$ cat src/rtl/ahbl_ingress_pkg.sv
package ahbl_ingress_pkg;

  typedef enum logic [1:0] {
    HT_IDLE   = 2'b00,
    HT_BUSY   = 2'b01,
    HT_NONSEQ = 2'b10,
    HT_SEQ    = 2'b11
  } htrans_e;

  // master-facing data phase state
  typedef enum logic [1:0] {
    DP_FREE  = 2'b00,  // local zero-wait OKAY
    DP_HOLD  = 2'b01,  // request pending, local wait states
    DP_SLAVE = 2'b10   // slave response forwarded
  } dp_state_e;

  localparam logic RESP_OKAY = 1'b0;

  // NONSEQ and SEQ carry bit 1 set
  function automatic logic trans_active(input logic [1:0] t);
    return t[1];
  endfunction

endpackage

$ cat src/rtl/ahbl_xfer_hold.sv
module ahbl_xfer_hold #(
  parameter int W          = 8,
  parameter bit RESET_DATA = 1'b0
) (
  input  logic         clk,
  input  logic         rst_n,
  input  logic         cap,
  input  logic         accept,
  input  logic [W-1:0] d,
  output logic         pending,
  output logic [W-1:0] q
);

  logic pend_d;

  always_comb begin
    pend_d = pending;
    if (cap) begin
      pend_d = 1'b1;
    end else if (accept) begin
      pend_d = 1'b0;
    end
  end

  always_ff @(posedge clk or negedge rst_n) begin
    if (!rst_n) begin
      pending <= 1'b0;
    end else begin
      pending <= pend_d;
    end
  end

  generate
    if (RESET_DATA) begin : g_rst_data
      always_ff @(posedge clk or negedge rst_n) begin
        if (!rst_n) begin
          q <= '0;
        end else if (cap) begin
          q <= d;
        end
      end
    end else begin : g_plain_data
      always_ff @(posedge clk) begin
        if (cap) begin
          q <= d;
        end
      end
    end
  endgenerate

endmodule

$ cat src/rtl/ahbl_dp_ctrl.sv
module ahbl_dp_ctrl
  import ahbl_ingress_pkg::*;
(
  input  logic clk,
  input  logic rst_n,
  input  logic cap,
  input  logic accept,
  input  logic s_ready,
  input  logic s_resp,
  output logic readyout,
  output logic resp
);

  dp_state_e state_q;
  dp_state_e state_d;

  always_comb begin
    state_d = state_q;
    case (state_q)
      DP_FREE: begin
        if (cap) state_d = DP_HOLD;
      end
      DP_HOLD: begin
        if (accept) state_d = DP_SLAVE;
      end
      DP_SLAVE: begin
        if (s_ready) state_d = cap ? DP_HOLD : DP_FREE;
      end
      default: state_d = DP_FREE;
    endcase
  end

  always_ff @(posedge clk or negedge rst_n) begin
    if (!rst_n) begin
      state_q <= DP_FREE;
    end else begin
      state_q <= state_d;
    end
  end

  always_comb begin
    readyout = 1'b1;
    resp     = RESP_OKAY;
    case (state_q)
      DP_HOLD: begin
        readyout = 1'b0;
      end
      DP_SLAVE: begin
        readyout = s_ready;
        resp     = s_resp;
      end
      default: begin
        readyout = 1'b1;
      end
    endcase
  end

endmodule

$ cat src/rtl/ahbl_ingress_stage.sv
module ahbl_ingress_stage
  import ahbl_ingress_pkg::*;
#(
  parameter int ADDR_W     = 32,
  parameter int SIZE_W     = 3,
  parameter int BURST_W    = 3,
  parameter int PROT_W     = 4,
  parameter bit RESET_DATA = 1'b0
) (
  input  logic               clk,
  input  logic               rst_n,
  input  logic [ADDR_W-1:0]  m_addr,
  input  logic [1:0]         m_trans,
  input  logic               m_write,
  input  logic [SIZE_W-1:0]  m_size,
  input  logic [BURST_W-1:0] m_burst,
  input  logic [PROT_W-1:0]  m_prot,
  output logic               m_readyout,
  output logic               m_resp,
  output logic               req_valid,
  input  logic               req_accept,
  output logic [ADDR_W-1:0]  req_addr,
  output logic [1:0]         req_trans,
  output logic               req_write,
  output logic [SIZE_W-1:0]  req_size,
  output logic [BURST_W-1:0] req_burst,
  output logic [PROT_W-1:0]  req_prot,
  input  logic               s_ready,
  input  logic               s_resp
);

  localparam int XFER_W = ADDR_W + 2 + 1 + SIZE_W + BURST_W + PROT_W;

  logic              cap;
  logic              accept;
  logic [XFER_W-1:0] xfer_d;
  logic [XFER_W-1:0] xfer_q;

  // an address phase ends only on an edge where the master sees ready high
  assign cap    = m_readyout & trans_active(m_trans);
  assign accept = req_valid & req_accept;
  assign xfer_d = {m_addr, m_trans, m_write, m_size, m_burst, m_prot};

  ahbl_xfer_hold #(
    .W          (XFER_W),
    .RESET_DATA (RESET_DATA)
  ) u_hold (
    .clk     (clk),
    .rst_n   (rst_n),
    .cap     (cap),
    .accept  (accept),
    .d       (xfer_d),
    .pending (req_valid),
    .q       (xfer_q)
  );

  assign {req_addr, req_trans, req_write, req_size, req_burst, req_prot} = xfer_q;

  ahbl_dp_ctrl u_ctrl (
    .clk      (clk),
    .rst_n    (rst_n),
    .cap      (cap),
    .accept   (accept),
    .s_ready  (s_ready),
    .s_resp   (s_resp),
    .readyout (m_readyout),
    .resp     (m_resp)
  );

endmodule

$ cat config.mk
export PLATFORM = sky130hd
export DESIGN_NAME = ahbl_ingress_stage
export DESIGN_NICKNAME = d
export VERILOG_FILES = /design/src/rtl/ahbl_ingress_pkg.sv /design/src/rtl/ahbl_xfer_hold.sv /design/src/rtl/ahbl_dp_ctrl.sv /design/src/rtl/ahbl_ingress_stage.sv
export SDC_FILE = /design/constraint.sdc
export NUM_CORES = 1
export LEC_CHECK = 0
export BUFFER_PORTS_ARGS = -buffer_cell sky130_fd_sc_hd__buf_2
export CAP_MARGIN = 20
export CORE_UTILIZATION = 44
export CTS_CLUSTER_SIZE = 8
export DETAILED_ROUTE_END_ITERATION = 7
export PLACE_DENSITY_LB_ADDON = 0.12
export SLEW_MARGIN = 20
export SYNTH_ARGS = -nofsm -noshare
export SYNTH_HDL_FRONTEND = slang
export SYNTH_SLANG_ARGS = --single-unit
$ cat constraint.sdc
create_clock -name clk -period 12.3 [get_ports clk]
set_input_delay 2.46 -clock clk [delete_from_list [all_inputs] [get_ports clk]]
set_output_delay 2.46 -clock clk [all_outputs]
set_load 0.02 [all_outputs]
==> results of run 1 <==
[kinds of logic (layout without fill, tap and decap cells)]
group	count (synthesis)	count (layout)
DFF	48	48
buffers and inverters	2	107
and+or+nand+nor	8	8
AOI/OAI and AO/OA	3	3
[synth_stat cells]
cell type	instances
nor3_1	1
inv_1	2
o32ai_2	1
dfrtp_1	3
and2b_4	1
and3b_2	1
nand2_1	1
nor3b_2	1
and3_1	1
edfxtp_1	45
o32ai_1	1
nor2_1	2
a31o_1	1
[power by group]
| part | leakage, nW | internal [mW] | switching (mW) |
|---|---|---|---|
| Sequential | 0.455 | 0.222 | 0.0105 |
| Clock | 0.0261 | 0.0200 | 0.0432 |
| Combinational | 0.435 | 0.0360 | 0.0757 |
| Total | 0.916 | 0.278 | 0.129 |
[per-layer routing]
metal / part of all wire (%) / track usage, % / up-vias
li1: - / - / 450
met1: 36 / 12.9 / 424
met2: 52 / 25.6 / 52
met3: 9.3 / 5.33 / 8
met4: 2.3 / 9.74 / 0
met5: 0 / 0 / -
[path summary, 6_finish.rpt]
| check | startpoint | end | slack (ps) | cells after the start |
|---|---|---|---|---|
| min in group asynchronous | rst_n | u_ctrl.state_q[0]$_DFFE_PN0P_ | 1900 | 1 |
| max reg2reg | u_ctrl.state_q[1]$_DFFE_PN0P_ | u_hold.q[36]$_DFFE_PP_ | 10660 | 3 |
| min reg2reg | u_ctrl.state_q[1]$_DFFE_PN0P_ | u_ctrl.state_q[0]$_DFFE_PN0P_ | 530 | 1 |
| max in group asynchronous | rst_n | u_hold.pending$_DFFE_PN0P_ | 10300 | 1 |
| min | u_ctrl.state_q[1]$_DFFE_PN0P_ | u_ctrl.state_q[0]$_DFFE_PN0P_ | 530 | 1 |
| max | s_ready | m_readyout | 6710 | 4 |
[worst reg2reg max path, delay by kind of cell (launching register included)]
kind,cells,cell delay (ps)
buffers and inverters,1,490
flip-flops,1,420
AND/OR/NAND/NOR,2,370
[cell type report]
cell class | instances | area (um^2)
Inverter | 2 | 7.51
Timing Repair Buffer | 98 | 493
Sequential cell | 48 | 1430
Clock inverter | 2 | 7.51
Multi-Input combinational cell | 11 | 93.8
Clock buffer | 5 | 37.5
Fill cell | 244 | 1060
Tap cell | 44 | 55.1
[metrics by stage]
step	cells	utilization, %
2_1_floorplan	61	-
3_3_place_gp	203	65.3
3_5_place_dp	203	65.3
4_1_cts	210	66.7
5_1_grt	210	66.7
6_report	210	66.7
[registers in the layout, indices dropped and copies added, names as in the netlist]
| name | cells |
|---|---|
| u_hold.pending | 1 |
| u_hold.q | 45 |
| u_ctrl.state_q | 2 |
==> results by group, run 1 <==
Floorplan
  – Die height: 60.8 um
  – Starting Density: a little under half
  – Total core area: approximately 0.0032 mm^2
  – Die X: ~61 um
  – Row cnt: 20
  – Die footprint: around 0.0037 mm^2
  – Num ports: a little under 100

Synthesis
  – Largest family of logic cells by synthesized area: simple AND/OR/NAND/NOR gates
  – Post-Synth XOR/XNOR Area: 0%
  – Mux cell area share after synthesis: 0%
  – Sequential cell area fraction in the yosys report: a little over nine tenths
  – Cells after Synth: between 60 and 70
  – Post-synthesis compound-gate area fraction: approximately 2.2%
  – Synth warn: 0
  – Syn_area_per_cell: 25.0 um^2
  – Yosys top cell area share: around nine tenths
  – Top cell type by total area after synthesis: edfxtp_1
  – Ranking of synthesized cells by area: edfxtp_1 (89%), dfrtp_1 (4.9%), o32ai_2 (1.1%)
  – Simple-gate share of the synthesized area: 3.62%
  – Adder-cell share of the synthesized area: 0%
  – Mapped Nets: about 110
  – Area of the mapped netlist: about 0.0015 mm^2
  – Yosys cell types: 13
  – Flops & latches, synth: 48

Drt
  – Final WL: 2630 um
  – Total number of vias: between 900 and 1k
  – DRC Markers: 0
  – DRT iter0 DRCs: 22
  – Final ANT Viol Nets: 0
  – Vias per cell: around 4.4
  – DR WL/cell: ~13 um
  – Initial DRT Pass Iterations: 3

Clocking
  – Hold bufs inserted after CTS: 0
  – TritonCTS clock tree: done
  – Root Driver: clkbuf_4
  – Num CTS Buffers: 5
  – Clk_lat worst skew: roughly 340 ps
  – Post-CTS Setup Bufs: 0
  – Post-cts resize count: 0
  – Clock tree buffer depth: 2
  – Clock sinks: 48
  – Clock-pin slew on the worst setup and hold paths: around 110 ps
  – Htree depth: 2

Timing
  – # setup viols final: 0
  – Final Max Tran Viols: 0
  – Max Freq: between 0.15 and 0.2 GHz
  – RSZ-0062 raised after global routing: no
  – Worst slew pin tran: between 500 and 600 ps
  – Fin crit period: ~5600 ps
  – Final Cycle Share: ~45%
  – Final hold slack: ~530 ps
  – Max-slew headroom: a little under two thirds
  – Setup TNS: 0 ps
  – Final Skew: approximately 11 ps
  – Hold Vio Cnt, Final: 0
  – Post-route worst setup slack: about 6700 ps

Critical path
  – CP dominant cell by count: buf_2
  – Critical Path Max Stage Delay: 310 ps
  – CP delay by family, top: simple AND/OR/NAND/NOR gates
  – CP Max Fanout: 4
  – Worst EP arrival: between 3000 and 4000 ps
  – Worst EP required: 9840 ps
  – Setup crit start kind: input port
  – WS Path Type: input port to output port
  – Crit. End Element: output port
  – Crit path buf inv count: 2
  – Slowest cell on the critical path: nor3b_2
  – Critical path, cell by cell: buf_2, nor3b_2, nor2_1, buf_2

Placed design
  – RD Place Congestion: about 0.7
  – I/O Buffers: 97
  – DP Worst Slack: between 6000 and 7000 ps
  – Placed inst area: roughly 0.0021 mm^2

Finish
  – Commonest non-fill, non-tap cell in the layout: buf_2
  – Area Growth Syn to Fin: 39.3%
  – Nets: about 220
  – Final instance area: approximately 0.0021 mm^2
  – Antenna diodes: 0
  – Most frequent cells in the layout: buf_2 (97), edfxtp_1 (45), clkbuf_4 (5)
  – Layout cells sized above 1: between 60% and 70%

Global route
  – Gr usage total: between 10% and 20%
  – First-pass GRT wire length: approximately 3500 um
  – Total gr overflow: 0
  – Largest net degree at the start of global routing: 46
  – Vias in the first global route: 849
  – Initial antenna violation count: 0

Power and ir drop
  – Leakage: about 0.92 nW
  – Power per cell area: 192 mW/mm^2
  – Peak VDD IR: around 0.00013 V
  – Total design power: a little over 0.4 mW

Flow run
  – Max cap viols: 0

Worst hold path
  – Type of the most critical hold path: flip-flop to flip-flop

Status
  – Status: finished clean
Note: power is estimated with default switching activity, not from simulation.
==> run 2, diff against run 1 <==
--- a/config.mk
+++ b/config.mk
@@ -7,7 +7,7 @@
 export LEC_CHECK = 0
 export BUFFER_PORTS_ARGS = -buffer_cell sky130_fd_sc_hd__buf_2
 export CAP_MARGIN = 20
-export CORE_UTILIZATION = 44
+export CORE_UTILIZATION = 41
 export CTS_CLUSTER_SIZE = 8
 export DETAILED_ROUTE_END_ITERATION = 7
 export PLACE_DENSITY_LB_ADDON = 0.12
==> constraint.sdc (replaced) <==
create_clock -name clk -period 5.7 [get_ports clk]
set_input_delay 1.14 -clock clk [delete_from_list [all_inputs] [get_ports clk]]
set_output_delay 1.14 -clock clk [all_outputs]
set_load 0.02 [all_outputs]
==> run 2 against run 1 <==
Effect of this change:
- via count up 0.21%
- flip-flop and latch count unchanged
- register-to-register slack worse by 6600 ps
- power up 130%
- worst setup slack worse by 4000 ps
- critical endpoint unchanged
- design area up 2.1%
- first-iteration DRC count up 100%
- wire length down 0.42%
- clock skew down 9.4 ps
- largest cell class unchanged
- combinational power up 120%
==> results by group, run 2 (same netlist as run 1, synthesis figures left out) <==
Finish
  – Commonest non-fill, non-tap cell in the layout: buf_2 (unchanged)
  – Register name with the most flops: u_hold.q (unchanged)
  – Nets: 216 (unchanged)
  – Antenna diodes: 0 (unchanged)
  – Area Growth Syn to Fin: 42.2% (was 39.3%)
  – Most frequent cells in the layout: buf_2 (97), edfxtp_1 (45), clkbuf_8 (5) (was buf_2 (97), edfxtp_1 (45), clkbuf_4 (5))
  – Largest register FFs: 45 (unchanged)
  – Layout cells sized above 1: 65.9% (was 65.1%)
  – Top Registers: u_hold.q: 45 flops, u_ctrl.state_q: 2 flops, u_hold.pending: 1 flops (unchanged)

Timing
  – Max Freq: between 0.3 and 0.4 GHz
  – Max-slew headroom: 63.8% (was 63.7%)
  – Final Max Tran Viols: 0 (unchanged)
  – Final Skew: 1.51 ps (was 10.9 ps)
  – Hold Vio Cnt, Final: 0 (unchanged)
  – Fin crit period: 2960 ps
  – Worst slew pin tran: 542 ps (was 545 ps)
  – # setup viols final: 0 (unchanged)
  – RSZ-0062 raised after global routing: no (unchanged)
  – Setup TNS: 0 ps (unchanged)
  – Final Cycle Share: 51.9%

Clocking
  – Root Driver: clkbuf_8 (was clkbuf_4)
  – Hold bufs inserted after CTS: 0 (unchanged)
  – Clock-pin slew on the worst setup and hold paths: 80 ps (was 110 ps)
  – Post-cts resize count: 0 (unchanged)
  – Clock tree buffer depth: 2 (unchanged)
  – TritonCTS clock tree: done (unchanged)
  – Num CTS Buffers: 5 (unchanged)
  – Clk_lat worst skew: 290 ps (was 340 ps)
  – Clock sinks: 48 (unchanged)
  – Post-CTS Setup Bufs: 0 (unchanged)
  – Htree depth: 2 (unchanged)

Worst hold path
  – Type of the most critical hold path: flip-flop to flip-flop (unchanged)

Power and ir drop
  – Power per cell area: 430 mW/mm^2 (was 192 mW/mm^2)
  – Total design power: 0.931 mW (was 0.407 mW)
  – Peak VDD IR: 0.000224 V (was 0.000128 V)
  – Leakage: 0.928 nW (was 0.916 nW)

Critical path
  – Critical path, cell by cell: buf_2, nor3b_2, nor2_1, buf_2 (unchanged)
  – Slowest cell on the critical path: nor3b_2 (unchanged)
  – Setup crit start kind: input port (unchanged)
  – Worst EP required: 4560 ps (was 9840 ps)
  – Crit. End Element: output port (unchanged)
  – Critical Path Max Stage Delay: 310 ps (about the same)
  – Worst EP arrival: 1820 ps (was 3130 ps)
  – CP Max Fanout: 4 (unchanged)
  – CP dominant cell by count: buf_2 (unchanged)
  – WS Path Type: input port to output port (unchanged)

Drt
  – Vias per cell: 4.39 (was 4.45)
  – Final WL: 2620 um (was 2630 um)
  – DRT iter0 DRCs: 44 (was 22)
  – Initial DRT Pass Iterations: 4 (was 3)
  – Final ANT Viol Nets: 0 (unchanged)
  – DRC Markers: 0 (unchanged)
  – DR WL/cell: 12.3 um (was 12.5 um)
  – Total number of vias: 936 (was 934)

Floorplan
  – Die X: 62.9 um (was 60.8 um)
  – Die footprint: 0.00396 mm^2 (was 0.00370 mm^2)
  – Die height: 62.9 um (was 60.8 um)
  – Starting Density: 44.2% (was 47.9%)
  – Total core area: 0.00344 mm^2 (was 0.00318 mm^2)
  – Row cnt: 21 (was 20)
  – Num ports: 98 (unchanged)

Placed design
  – RD Place Congestion: 0.685 (was 0.700)
  – I/O Buffers: 97 (unchanged)
  – HPWL Detailed: approximately 2000 um

Flow run
  – Max cap viols: 0 (unchanged)

Global route
  – Gr usage total: 13.8% (was 14.1%)
  – Total gr overflow: 0 (unchanged)
  – First-pass GRT wire length: 3910 um (was 3520 um)
  – Initial antenna violation count: 0 (unchanged)
  – Vias in the first global route: 898 (was 849)
  – Largest net degree at the start of global routing: 46 (unchanged)

Status
  – Status: finished clean (unchanged)
[run 2: cell count changes in the layout (fill, tap and decap cells not counted)]
cell        previous run  this run
clkinvlp_4             0         2
clkinv_1               2         1
clkbuf_8               0         5
clkbuf_4               5         0
[run 2: stage by stage]
step	hold WS, ps	instance area (um^2)	util, %	std cells	worst slack, ps
after floorplan	464	1520	-	61	885
after global placement	497	2080	60.4	205	2780
after detailed placement	524	2080	60.4	205	2730
after CTS	530	2170	62.9	213	2720
after global routing	565	2170	62.9	213	2700
final	534	2170	62.9	213	2740
[run 2: critical path: cells and delay by family]
kind	cells	cell delay (ps)
buf+inv	2	280
simple gates	2	400
[run 2: area by class of cell]
cell class                 count  area (um^2)
timing repair buffer          98          493
fill                         279         1280
clock buffer                   5         68.8
sequential                    48         1430
inverter                       2         7.51
multi-input combinational     11         93.8
tap                           46         57.6
clock inverter                 3         18.8
[run 2: layer usage]
layer  wire, um  part of all wire [%]  track usage, %  vias up
li1           -                     -               -      448
met1        926                    35            14.0      430
met2       1460                    56            24.2       54
met3        205                   7.8            4.93        4
met4         27                   1.0            7.85        0
met5          0                     0               0        -
[run 2: path summary, 6_finish.rpt]
kind | startpoint | endpoint | slack (ps) | cells after the start
worst max-delay path | s_ready | m_readyout | 2740 | 4
worst min-delay path | u_ctrl.state_q[1]$_DFFE_PN0P_ | u_ctrl.state_q[0]$_DFFE_PN0P_ | 530 | 1
worst max register to register | u_ctrl.state_q[1]$_DFFE_PN0P_ | u_hold.q[4]$_DFFE_PP_ | 4100 | 3
worst min register to register | u_ctrl.state_q[1]$_DFFE_PN0P_ | u_ctrl.state_q[0]$_DFFE_PN0P_ | 530 | 1
max in group asynchronous | rst_n | u_ctrl.state_q[1]$_DFFE_PN0P_ | 4960 | 1
min in group asynchronous | rst_n | u_ctrl.state_q[0]$_DFFE_PN0P_ | 630 | 1
[run 2: power breakdown]
group,switching [mW],internal [mW]
Clock,0.103,0.0846
Sequential,0.0228,0.479
Combinational,0.164,0.0777
